**src/rtl/pbs_pkg.sv**
```systemverilog
package pbs_pkg;

    typedef enum logic [3:0] {
        S_IDLE, S_DRV, S_TAPEN, S_TAPSEL, S_PDOFF, S_PDWAIT, S_PDON,
        S_CALRD, S_CALGAP, S_FREQ, S_DLLEN, S_DLLRD, S_DLLGAP, S_FIN
    } seq_state_e;

    localparam logic SEL_A = 1'b0;
    localparam logic SEL_B = 1'b1;

    // register B fields
    localparam int PWR_BIT  = 0;
    localparam int DLL_BIT  = 1;
    localparam int DRV_LSB  = 4;
    localparam int DRV_W    = 3;
    // register A fields
    localparam int TAPS_LSB = 7;
    localparam int TAPS_W   = 4;
    localparam int TAPE_BIT = 11;
    localparam int FSEL_LSB = 12;
    localparam int FSEL_W   = 2;
    localparam int TAP_SEL_VAL = 4;
    // status bits
    localparam int ST_CAL_BIT = 6;
    localparam int ST_DLL_BIT = 5;

    localparam logic [15:0] M_DRV  = 16'(((1 << DRV_W) - 1) << DRV_LSB);
    localparam logic [15:0] M_TAPS = 16'(((1 << TAPS_W) - 1) << TAPS_LSB);
    localparam logic [15:0] M_TAPE = 16'(1 << TAPE_BIT);
    localparam logic [15:0] M_FSEL = 16'(((1 << FSEL_W) - 1) << FSEL_LSB);
    localparam logic [15:0] M_PWR  = 16'(1 << PWR_BIT);
    localparam logic [15:0] M_DLL  = 16'(1 << DLL_BIT);

endpackage

```
**src/rtl/pbs_imp_code.sv**
```systemverilog
module pbs_imp_code #(
    parameter int IW = 8
) (
    input  logic [IW-1:0] ohm_i,
    output logic [2:0]    code_o
);
    always_comb begin
        case (ohm_i)
            IW'(33):  code_o = 3'd1;
            IW'(66):  code_o = 3'd2;
            IW'(100): code_o = 3'd3;
            IW'(40):  code_o = 3'd4;
            default:  code_o = 3'd0;   // 50 ohm and every unlisted request
        endcase
    end

    always_comb begin
        a_r1_code_range: assert (code_o <= 3'd4) else $error("R1 drive code out of range");
    end
endmodule

```
**src/rtl/pbs_freq_bin.sv**
```systemverilog
module pbs_freq_bin #(
    parameter int          FW    = 32,
    parameter logic [31:0] T_LO  = 32'd75_000_000,
    parameter logic [31:0] T_MID = 32'd125_000_000,
    parameter logic [31:0] T_HI  = 32'd175_000_000
) (
    input  logic [FW-1:0] hz_i,
    output logic [1:0]    band_o
);
    always_comb begin
        if (hz_i == '0)             band_o = 2'd0;
        else if (hz_i < FW'(T_LO))  band_o = 2'd1;
        else if (hz_i < FW'(T_MID)) band_o = 2'd2;
        else if (hz_i < FW'(T_HI))  band_o = 2'd3;
        else                        band_o = 2'd0;
    end

    always_comb begin
        if (hz_i == '0)
            a_r2_zero_band: assert (band_o == 2'd0) else $error("R2 zero frequency band");
    end
endmodule

```
**src/rtl/phy_bringup_seq.sv**
```systemverilog
module phy_bringup_seq
    import pbs_pkg::*;
#(
    parameter int CYC_PER_US = 100,
    parameter int PD_WAIT_US = 3,
    parameter int CAL_GAP_US = 10,
    parameter int DLL_GAP_US = 10000,
    parameter int POLL_TRIES = 5
) (
    input  logic        clk,
    input  logic        rst_n,
    input  logic        start_i,
    input  logic [7:0]  imp_ohm_i,
    input  logic [31:0] clk_hz_i,
    input  logic [7:0]  stat_i,
    output logic        wr_en_o,
    output logic        wr_sel_o,
    output logic [15:0] wr_mask_o,
    output logic [15:0] wr_val_o,
    output logic        busy_o,
    output logic        done_o,
    output logic        err_cal_o,
    output logic        err_dll_o
);
    localparam int PD_CYC  = PD_WAIT_US * CYC_PER_US;
    localparam int CAL_CYC = CAL_GAP_US * CYC_PER_US;
    localparam int DLL_CYC = DLL_GAP_US * CYC_PER_US;
    localparam int MAX_CYC = (DLL_CYC > CAL_CYC) ? ((DLL_CYC > PD_CYC) ? DLL_CYC : PD_CYC)
                                                 : ((CAL_CYC > PD_CYC) ? CAL_CYC : PD_CYC);
    localparam int CW = $clog2(MAX_CYC + 1);
    localparam int TW = $clog2(POLL_TRIES + 1);

    typedef struct packed {
        seq_state_e   st;
        logic [CW-1:0] cnt;
        logic [TW-1:0] tries;
        logic [2:0]   drv;
        logic [1:0]   fs;
        logic         fnz;
        logic         err_cal;
        logic         err_dll;
    } seq_regs_t;

    seq_regs_t r_q, r_d;
    logic [2:0] drv_code;
    logic [1:0] fs_code;

    pbs_imp_code #(.IW(8)) u_imp (.ohm_i(imp_ohm_i), .code_o(drv_code));
    pbs_freq_bin #(.FW(32)) u_fbin (.hz_i(clk_hz_i), .band_o(fs_code));

    always_comb begin
        r_d = r_q;
        case (r_q.st)
            S_IDLE: begin
                if (start_i) begin
                    r_d.st      = S_DRV;
                    r_d.drv     = drv_code;
                    r_d.fs      = fs_code;
                    r_d.fnz     = (clk_hz_i != '0);
                    r_d.err_cal = 1'b0;
                    r_d.err_dll = 1'b0;
                end
            end
            S_DRV:    r_d.st = S_TAPEN;
            S_TAPEN:  r_d.st = S_TAPSEL;
            S_TAPSEL: r_d.st = S_PDOFF;
            S_PDOFF: begin
                r_d.st  = S_PDWAIT;
                r_d.cnt = CW'(PD_CYC - 1);
            end
            S_PDWAIT: begin
                if (r_q.cnt == '0) r_d.st = S_PDON;
                else               r_d.cnt = r_q.cnt - 1'b1;
            end
            S_PDON: begin
                r_d.st    = S_CALRD;
                r_d.tries = '0;
            end
            S_CALRD: begin
                if (stat_i[ST_CAL_BIT]) begin
                    r_d.st = S_FREQ;
                end else begin
                    r_d.st    = S_CALGAP;
                    r_d.cnt   = CW'(CAL_CYC - 1);
                    r_d.tries = r_q.tries + 1'b1;
                end
            end
            S_CALGAP: begin
                if (r_q.cnt != '0) begin
                    r_d.cnt = r_q.cnt - 1'b1;
                end else if (r_q.tries == TW'(POLL_TRIES)) begin
                    r_d.err_cal = 1'b1;
                    r_d.st      = S_FREQ;
                end else begin
                    r_d.st = S_CALRD;
                end
            end
            S_FREQ: r_d.st = S_DLLEN;
            S_DLLEN: begin
                r_d.tries = '0;
                r_d.st    = r_q.fnz ? S_DLLRD : S_FIN;
            end
            S_DLLRD: begin
                if (stat_i[ST_DLL_BIT]) begin
                    r_d.st = S_FIN;
                end else begin
                    r_d.st    = S_DLLGAP;
                    r_d.cnt   = CW'(DLL_CYC - 1);
                    r_d.tries = r_q.tries + 1'b1;
                end
            end
            S_DLLGAP: begin
                if (r_q.cnt != '0) begin
                    r_d.cnt = r_q.cnt - 1'b1;
                end else if (r_q.tries == TW'(POLL_TRIES)) begin
                    r_d.err_dll = 1'b1;
                    r_d.st      = S_FIN;
                end else begin
                    r_d.st = S_DLLRD;
                end
            end
            S_FIN:   r_d.st = S_IDLE;
            default: r_d.st = S_IDLE;
        endcase
    end

    always_ff @(posedge clk or negedge rst_n) begin
        if (!rst_n) begin
            r_q <= '{st: S_IDLE, default: '0};
        end else begin
            r_q <= r_d;
        end
    end

    always_comb begin
        wr_en_o   = 1'b1;
        wr_sel_o  = SEL_B;
        wr_mask_o = '0;
        wr_val_o  = '0;
        case (r_q.st)
            S_DRV: begin
                wr_mask_o = M_DRV;
                wr_val_o  = 16'(r_q.drv) << DRV_LSB;
            end
            S_TAPEN: begin
                wr_sel_o  = SEL_A;
                wr_mask_o = M_TAPE;
                wr_val_o  = M_TAPE;
            end
            S_TAPSEL: begin
                wr_sel_o  = SEL_A;
                wr_mask_o = M_TAPS;
                wr_val_o  = 16'(TAP_SEL_VAL) << TAPS_LSB;
            end
            S_PDOFF: wr_mask_o = M_PWR | M_DLL;
            S_PDON: begin
                wr_mask_o = M_PWR;
                wr_val_o  = M_PWR;
            end
            S_FREQ: begin
                wr_sel_o  = SEL_A;
                wr_mask_o = M_FSEL;
                wr_val_o  = 16'(r_q.fs) << FSEL_LSB;
            end
            S_DLLEN: begin
                wr_mask_o = M_DLL;
                wr_val_o  = M_DLL;
            end
            default: wr_en_o = 1'b0;
        endcase
    end

    assign busy_o    = (r_q.st != S_IDLE);
    assign done_o    = (r_q.st == S_FIN);
    assign err_cal_o = r_q.err_cal;
    assign err_dll_o = r_q.err_dll;

    a_r3_val_in_mask: assert property (@(posedge clk) disable iff (!rst_n)
        wr_en_o |-> ((wr_val_o & ~wr_mask_o) == 16'h0));
    a_r4_pwr_after_wait: assert property (@(posedge clk) disable iff (!rst_n)
        (r_q.st == S_PDON) |-> $past(r_q.st == S_PDWAIT));
    a_r5_cal_err_from_gap: assert property (@(posedge clk) disable iff (!rst_n)
        $rose(err_cal_o) |-> $past(r_q.st == S_CALGAP));
    a_r6_dll_poll_nonzero: assert property (@(posedge clk) disable iff (!rst_n)
        (r_q.st == S_DLLRD) |-> r_q.fnz);
    a_r7_done_pulse: assert property (@(posedge clk) disable iff (!rst_n)
        done_o |=> (!done_o && !busy_o));
    a_r8_busy_start_keeps_err: assert property (@(posedge clk) disable iff (!rst_n)
        (busy_o && start_i) |=> (!$fell(err_cal_o) && !$fell(err_dll_o)));
endmodule

```
**config.mk**
```make
export PLATFORM = sky130hd
export DESIGN_NAME = phy_bringup_seq
export DESIGN_NICKNAME = d
export VERILOG_FILES = /design/src/rtl/pbs_pkg.sv /design/src/rtl/pbs_imp_code.sv /design/src/rtl/pbs_freq_bin.sv /design/src/rtl/phy_bringup_seq.sv
export SDC_FILE = /design/constraint.sdc
export NUM_CORES = 1
export LEC_CHECK = 0
export BUFFER_PORTS_ARGS = -buffer_cell sky130_fd_sc_hd__buf_4
export CORE_MARGIN = 2
export CORE_UTILIZATION = 40
export DETAILED_ROUTE_END_ITERATION = 10
export PLACE_DENSITY = 0.61
export RECOVER_POWER = 25
export SKIP_CTS_REPAIR_TIMING = 1
export SLEW_MARGIN = 20
export SYNTH_ARGS = -nofsm -noshare
export SYNTH_HDL_FRONTEND = slang
export SYNTH_SLANG_ARGS = --single-unit
```
**constraint.sdc**
```tcl
create_clock -name clk -period 5.6 [get_ports clk]
set_clock_uncertainty 0.05 [all_clocks]
set_input_delay 1.12 -clock clk [delete_from_list [all_inputs] [get_ports clk]]
set_output_delay 1.12 -clock clk [all_outputs]
set_load 0.02 [all_outputs]
```
Word level (Yosys, flattened, before mapping)
Cells that the tools add are included.

Input bits: 51. Bits in registers: 35. Word-level logic and storage cells: 91. Output and inout port bits: 38.

Reductions and logical operators: 20. Add/sub/neg operators: 2. Equality and inequality tests: 28. Mux-type cells: 30. $lt $le $gt $ge: 3.

Operators with widths (count): $pmux 20 s5 (1); $pmux 14 s7 (1); $pmux 14 s6 (1); $lt 32x27->1 const B (2); $pmux 4 s13 (1); $mux 23 (2); $mux 20 (2); $logic_not 32->1 (1); $lt 32x28->1 const B (1); $reduce_bool 32->1 (1); $eq 4x4->1 const B (6); $logic_not 20->1 (1); $mux 4 (5); $reduce_bool 20->1 (1); $sub 20x1->20 const B (1); $ne 2x2->1 const B (9); $eq 4x3->1 const B (4); $eq 8x6->1 const B (2); $eq 8x7->1 const B (2); $pmux 3 s4 (1); $reduce_and 4->1 (3); $mux 2 (5); $pmux 3 s3 (1); $eq 4x2->1 const B (2); 18 further kinds (27).

Logic depth before layout (Yosys ltp)
Gate-level depths: netlist of run 1.

Word-level depth: 5. Depth in mapped cells: 8. Mapped depth without buffers: 7.

Cells and area by module
A second synthesis of run 1 with hierarchy kept.

Cells, all modules: 373. Area, all modules: 3081.7 um^2.

By module, submodules not included: phy_bringup_seq (instances 1, cells each 314, area an instance 2667.6 um^2, sequential area each 875.8 um^2); pbs_freq_bin (instances 1, cells each 48, area an instance 322.8 um^2, sequential area each 0.0 um^2); pbs_imp_code (instances 1, cells each 11, area an instance 91.3 um^2, sequential area each 0.0 um^2).

Worst setup path after synthesis of run 1
OpenSTA, ideal clock, no wires.

Kind: register -> output. From: reg r_q[34] in the netlist's numbering. To: out wr_mask_o[10]. Arrival: 1.771 ns. Required time: 4.430 ns. Stages on the path, launching flop included: 5. Path buffers: 3. Slack: 2.659 ns. Path through: dfrtp_1 > clkbuf_1 > buf_1 > nor3_1 > buf_4.

Cells in the longest elaborated chain, start to end: 2. Elaborated cells on any way between the ends: 8. Classes of those cells: eq/ne (7); mux (1).

RTL lines: from (decl) (line phy_bringup_seq.sv:44) `seq_regs_t r_q, r_d;`; from (signal assigned) (line phy_bringup_seq.sv:131) `r_q <= r_d;`; $eq 4x4->1 (tied with other cells) (line phy_bringup_seq.sv:140) `case (r_q.st)`; $pmux 14 s7 (*) (line phy_bringup_seq.sv:140); to (decl) (line phy_bringup_seq.sv:18) `output logic [15:0] wr_mask_o,`.

Every way passes the cells marked *; elsewhere a longest branch is shown, timed or not.

Worst setup path after layout of run 1
From: reg r_q[31] in the netlist's numbering. To: out wr_mask_o[9].

The elaborated chain is that of the path after synthesis.

==> results of run 1 <==
-- cell type report --
type	instances	area share (%)
clock buffer	6	2.19
multi-input combinational	293	50.8
clock inverter	2	0.378
tap	80	3.03
sequential	35	26.5
inverter	8	0.908
timing repair buffer	72	16.2
-- state kept, by name, indices dropped and copies added, names as in the netlist --
name,cells
r_q,33
err_dll_o,1
err_cal_o,1
-- power by group through the flow --
stage	logic, mW	registers [mW]	clock network (mW)
after floorplan	0.0237	0.258	0
after global placement	0.0561	0.258	0
after detailed placement	0.0566	0.258	0
after CTS	0.0568	0.253	0.188
after global routing	0.0624	0.253	0.200
final	0.0563	0.253	0.184
-- metrics by stage --
step | instances | utilization (%) | worst slack [ns] | area (um^2) | power [mW]
final | 496 | 49.2 | 2.29 | 3310 | 0.494
after global routing | 496 | 49.2 | 2.01 | 3310 | 0.516
after CTS | 496 | 49.3 | 2.27 | 3310 | 0.498
after detailed placement | 488 | 48.0 | 2.39 | 3230 | 0.315
after global placement | 488 | 48.0 | 2.42 | 3230 | 0.314
after floorplan | 369 | - | 2.66 | 2790 | 0.282
-- path summary, 6_finish.rpt --
check | to | slack, ns
worst max register to register | r_q[21] | 2.43
worst min register to register | r_q[5] | 0.42
min in group asynchronous | r_q[24] | 1.29
worst max-delay path | wr_mask_o[9] | 2.29
max in group asynchronous | r_q[30] | 3.13
worst min-delay path | r_q[5] | 0.42
-- cell families (layout without fill, tap and decap cells) --
group,count (synthesis),in the layout
and+or+nand+nor,157,157
other,1,11
buffers and inverters,41,88
DFF,35,35
adders and majority gates,3,3
muxes,1,1
AOI/OAI and AO/OA,119,119
xor gates and xnor gates,2,2
-- Yosys cell counts, types with 8 or more instances --
cell type,instances,area share (%)
nor3_1,19,3.5
nand3_1,9,1.6
dfrtp_1,35,32
nand2b_1,8,1.8
a21oi_1,28,5.1
clkbuf_1,9,1.2
a31oi_1,13,3.0
nand2_1,32,4.4
nor2_1,41,5.6
o21ai_0,39,7.1
inv_1,8,1.1
buf_4,18,4.9
-- critical path, delay by kind of cell, from the launching register on --
kind,cells,cell delay (ns)
and+or+nand+nor,2,0.86
DFF,1,0.76
buffers and inverters,1,0.23
-- per-layer routing --
metal	wire (um)	vias up	global-route usage (%)
li1	-	1419	-
met1	3450	1329	26.8
met2	3270	85	30.5
met3	401	9	3.98
met4	83	0	4.83
met5	0	-	0
==> key figures, run 1 <==
Clock network
  – CTS tree: done
  – Clock root cell: clkbuf_8
  – TritonCTS buffer count: 5
  – CTS max path bufs: 2
  – Worst-Skew Late Latency: 0.29 ns
  – CTS clk-pin slew, worst paths: 0.07 ns
  – Clock sinks: 35
  – # H-tree levels: 2

Timing
  – Hold WS: 0.422 ns
  – Setup tns final: 0 ns
  – Setup violations, final: 0
  – RSZ-0062 raised after global routing: no
  – Final Max Slew Viols: 36
  – Minimum clock period: 3.31 ns
  – Crit share post-route: 59.2%
  – Rel. slew slack: -25.6%
  – Final Hold Vio Count: 0
  – Worst-margin pin slew: 1.88 ns
  – Maximum clock rate: around 300 MHz

Die
  – Ports: 89
  – Core box area: 6720 um^2
  – FP Rows: 30
  – Die width: 86.9 um
  – DIE AREA: 7550 um^2
  – Initial Utilization: roughly two fifths
  – Vert. Die Dim: 86.9 um

Detailed routing
  – Post-Route WL: between 7000 and 8000 um
  – First DRT Iteration DRCs: 112
  – Drt wl/cell: 14.5 um
  – Routed vias: 2,842
  – Final antenna-violating net count: 0
  – DRC Markers: 0
  – DR pass1 iterations: 4
  – Via/cell ratio: 5.73

Yosys
  – Synthesis-stage register bit count: 35
  – Post-synthesis xor/xnor area fraction: 0.637%
  – Mapped Avg Cell Area: about 7.7 um^2
  – Simple-gate share of the synthesized area: between 20 and 30%
  – Ys flop type: dfrtp_1
  – Count of cell types in the netlist: slightly below 60
  – Register area share after synthesis: approximately a third
  – FFs w/ async S/R, synth: 100%
  – EDFF count, synth: 0
  – Post-synthesis compound-gate area fraction: roughly 27%
  – Largest family of logic cells by synthesized area: simple AND/OR/NAND/NOR gates
  – Cells after synthesis: 359
  – Synth Cell Area: 2750 um^2
  – Ys Warns: 0
  – Mux cell area share after synthesis: 0.364%
  – Area share of fa/ha/maj cells after synthesis: 1.36%

Critical path
  – Reg-to-Reg Start: r_q[11]
  – Crit. End Element: output port
  – Critical path launch point type: flop
  – CP max stage cell: dfrtp_1
  – Cell count of the worst reg-to-reg path: 7
  – Critical Path Start: r_q[31]
  – Crit-path cells: nand2_1 -> nor3_1 -> buf_4
  – CP Class: reg2out
  – Req. time, crit path: 4.43 ns
  – CP arrival: 2.14 ns
  – Crit Path Max Fanout: 22
  – Crit-path max cell delay: ~0.76 ns

Power
  – Flop pwr share: 51.3%
  – Combinational Power Share: 11.4%
  – LEAKAGE: 1.43 nW
  – Clock Power Share: 37.3%
  – PD cells: around 150 nW/um^2
  – VDD IR-drop max: a little over 0.09 mV
  – Sw Share: 25.8%
  – Internal: 366 uW
  – Sw power: around 130 uW

Min path
  – Hold path depth: 2
  – Hold WC Path Type: reg2reg
  – Hold Crit Start: r_q[5]

GRT
  – First-pass GRT wire length: 11,900 um
  – Vias in the first global route: 2,608
  – Largest net degree at the start of global routing: 36
  – Grt ovf: 0
  – Total track usage: between 15 and 20%
  – Initial antenna violation count: 0

Outcome
  – Outcome: complete, but fails checks
  – Failing checks: capacitance limit, slew limit

Place
  – GPL Wtd Cong: approximately 0.84
  – Dpl hpwl: ~5300 um
  – I/O Buffers: 71

Cells and area
  – Fill cells: 649
  – Fraction of layout instances using a drive strength above 1: 21.6%
  – FF+latch area: 876 um^2
  – Most frequent cells in the layout: buf_4 (71), nor2_1 (41), o21ai_0 (39)
  – Multi-input gate area: between 1500 and 2000 um^2
  – Synth-to-Final Area Change: 20.3%
  – Commonest non-fill, non-tap cell in the layout: buf_4
  – ANT cells: 0
  – Post-layout nets: 469

Job
  – MaxCap Viol Count: 1
Power figures use the tool's default switching activity.
==> inputs of run 2 (changes only) <==
--- a/config.mk
+++ b/config.mk
@@ -9,7 +9,7 @@
 export CORE_MARGIN = 2
 export CORE_UTILIZATION = 40
 export DETAILED_ROUTE_END_ITERATION = 10
-export PLACE_DENSITY = 0.61
+export PLACE_DENSITY = 0.64
 export RECOVER_POWER = 25
 export SKIP_CTS_REPAIR_TIMING = 1
 export SLEW_MARGIN = 20
==> constraint.sdc (replaced) <==
create_clock -name clk -period 3 [get_ports clk]
set_clock_uncertainty 0.05 [all_clocks]
set_input_delay 0.6 -clock clk [delete_from_list [all_inputs] [get_ports clk]]
set_output_delay 0.6 -clock clk [all_outputs]
set_load 0.02 [all_outputs]
==> key figures, run 2 (same netlist as run 1, synthesis figures left out) <==
Die
  – Ports: slightly below 90
  – Vert. Die Dim: 86.9 um
  – Initial Utilization: 40.9%
  – Die width: ~87 um
  – FP Rows: 30
  – DIE AREA: 7550 um^2
  – Core box area: 6720 um^2

Critical path
  – Req. time, crit path: 3.13 ns
  – Crit. End Element: flop
  – Reg-to-Reg Start: r_q[11]
  – Critical R2R Capture: r_q[21]
  – CP arrival: 2.76 ns
  – Flop2flop setup slack: between 0.3 and 0.4 ns
  – Crit Path Max Fanout: 33
  – Critical path launch point type: flop
  – Cell count of the worst reg-to-reg path: 8
  – CP Class: reg2reg

Power
  – Clock Power Share: between 30% and 40%
  – PD cells: between 200 and 300 nW/um^2
  – LEAKAGE: approximately 1.5 nW
  – VDD IR-drop max: 0.204 mV
  – Internal: ~700 uW
  – Flop pwr share: 51.0%
  – Sw Share: between 20% and 30%
  – Sw power: 244 uW
  – Combinational Power Share: 11.3%

Cells and area
  – Commonest non-fill, non-tap cell in the layout: buf_4
  – Fraction of layout instances using a drive strength above 1: 23.9%
  – Max FFs per register: 33
  – Final core utilization: about half
  – FF+latch area: 876 um^2
  – ANT cells: 0
  – Post-layout nets: 480
  – Synth-to-Final Area Change: 23.4%
  – Final instance area: about 3400 um^2
  – Fill cells: 675
  – Biggest register: r_q
  – Most frequent cells in the layout: buf_4 (82), nor2_1 (41), o21ai_0 (39)
  – Multi-input gate area: around 1700 um^2

Clock network
  – TritonCTS buffer count: 5
  – CTS clk-pin slew, worst paths: 0.08 ns
  – Worst-Skew Late Latency: about 0.3 ns
  – CTS tree: done
  – # H-tree levels: 2
  – Clock root cell: clkbuf_8
  – Clock sinks: 35
  – CTS max path bufs: 2

Place
  – Setup slack at placement: roughly 0.41 ns
  – I/O Buffers: 71
  – Dpl hpwl: between 5000 and 6000 um
  – Placed cell areas: 3310 um^2
  – GPL Wtd Cong: 0.887

Timing
  – Minimum clock period: 2.62 ns
  – Rel. slew slack: -29.5%
  – Final setup margin: 0.377 ns
  – Final Max Slew Viols: 36
  – Setup tns final: 0 ns
  – Maximum clock rate: 381 MHz
  – Setup violations, final: 0
  – Worst-margin pin slew: 1.94 ns
  – Crit share post-route: between 80 and 90%
  – Hold WS: 0.419 ns
  – Final Hold Vio Count: 0
  – RSZ-0062 raised after global routing: no

GRT
  – Met2 Use GR: around 33%
  – Largest net degree at the start of global routing: 36
  – First-pass GRT wire length: 12,300 um
  – Met1 Use GR: 27.1%
  – Met3 Usage GRT: around 3.8%
  – Vias in the first global route: 2,652
  – Total track usage: 20.1%
  – Top Usage Layer GRT: met2
  – Initial antenna violation count: 0
  – Grt ovf: 0

Min path
  – Hold Crit Start: r_q[5]
  – Hold path depth: 2
  – Worst Hold Path EP: r_q[5]
  – Hold WC Path Type: reg2reg

Job
  – MaxCap Viol Count: 1

Detailed routing
  – Routed vias: 2,862
  – Via/cell ratio: 5.64
  – First DRT Iteration DRCs: 111
  – DR pass1 iterations: 4
  – Final antenna-violating net count: 0
  – DRC Markers: 0
  – Drt wl/cell: 14.6 um
  – Post-Route WL: 7430 um

Outcome
  – Outcome: complete, but fails checks
  – Failing checks: capacitance limit, slew limit
[run 2: how the worst max path moves through the flow]
stage | from | endpoint | slack, ns | cells past startpoint
2_1_floorplan | r_q[34] | wr_mask_o[10] | 0.58 | 4
3_3_place_gp | r_q[11] | r_q[22] | 0.46 | 8
6_report | r_q[11] | r_q[21] | 0.38 | 8
3_5_place_dp | r_q[11] | r_q[21] | 0.41 | 8
5_1_grt | r_q[12] | r_q[21] | 0.15 | 8
4_1_cts | r_q[11] | r_q[21] | 0.39 | 8
[run 2: layout make-up]
class,instances,area share (%)
repair buffers,83,18.2
inverters,8,0.885
clock buffers,5,2.03
well taps,80,2.95
multi-input cells,293,49.5
flip-flops and latches,35,25.8
clock inverters,3,0.590
[run 2: critical path, stage by stage (launching register included)]
cell	delay (ns)
dfrtp_1	0.42
inv_1	0.07
ha_1	0.23
nor4b_2	0.47
nand4_1	0.35
o32ai_4	0.28
buf_4	0.32
or2_2	0.21
o21ai_0	0.09
[run 2: power groups by stage]
| stage | registers (mW) | logic [mW] | clock network [mW] |
|---|---|---|---|
| floorplan | 0.482 | 0.0442 | 0 |
| global placement | 0.482 | 0.104 | 0 |
| detailed placement | 0.482 | 0.106 | 0 |
| CTS | 0.473 | 0.106 | 0.361 |
| global route | 0.473 | 0.116 | 0.381 |
| finish | 0.473 | 0.105 | 0.349 |
[run 2: layer usage]
| layer | share of wire, % | wire length [um] | vias to the layer above |
|---|---|---|---|
| met4 | 1.1 | 80 | 0 |
| met1 | 45 | 3320 | 1334 |
| met5 | 0 | 0 | - |
| li1 | - | - | 1442 |
| met2 | 49 | 3610 | 77 |
| met3 | 5.6 | 419 | 9 |
[run 2: through the flow]
step / power [mW] / cells
3_3_place_gp: 0.586 / 499
4_1_cts: 0.940 / 507
5_1_grt: 0.971 / 507
6_report: 0.927 / 507
3_5_place_dp: 0.588 / 499
2_1_floorplan: 0.526 / 369
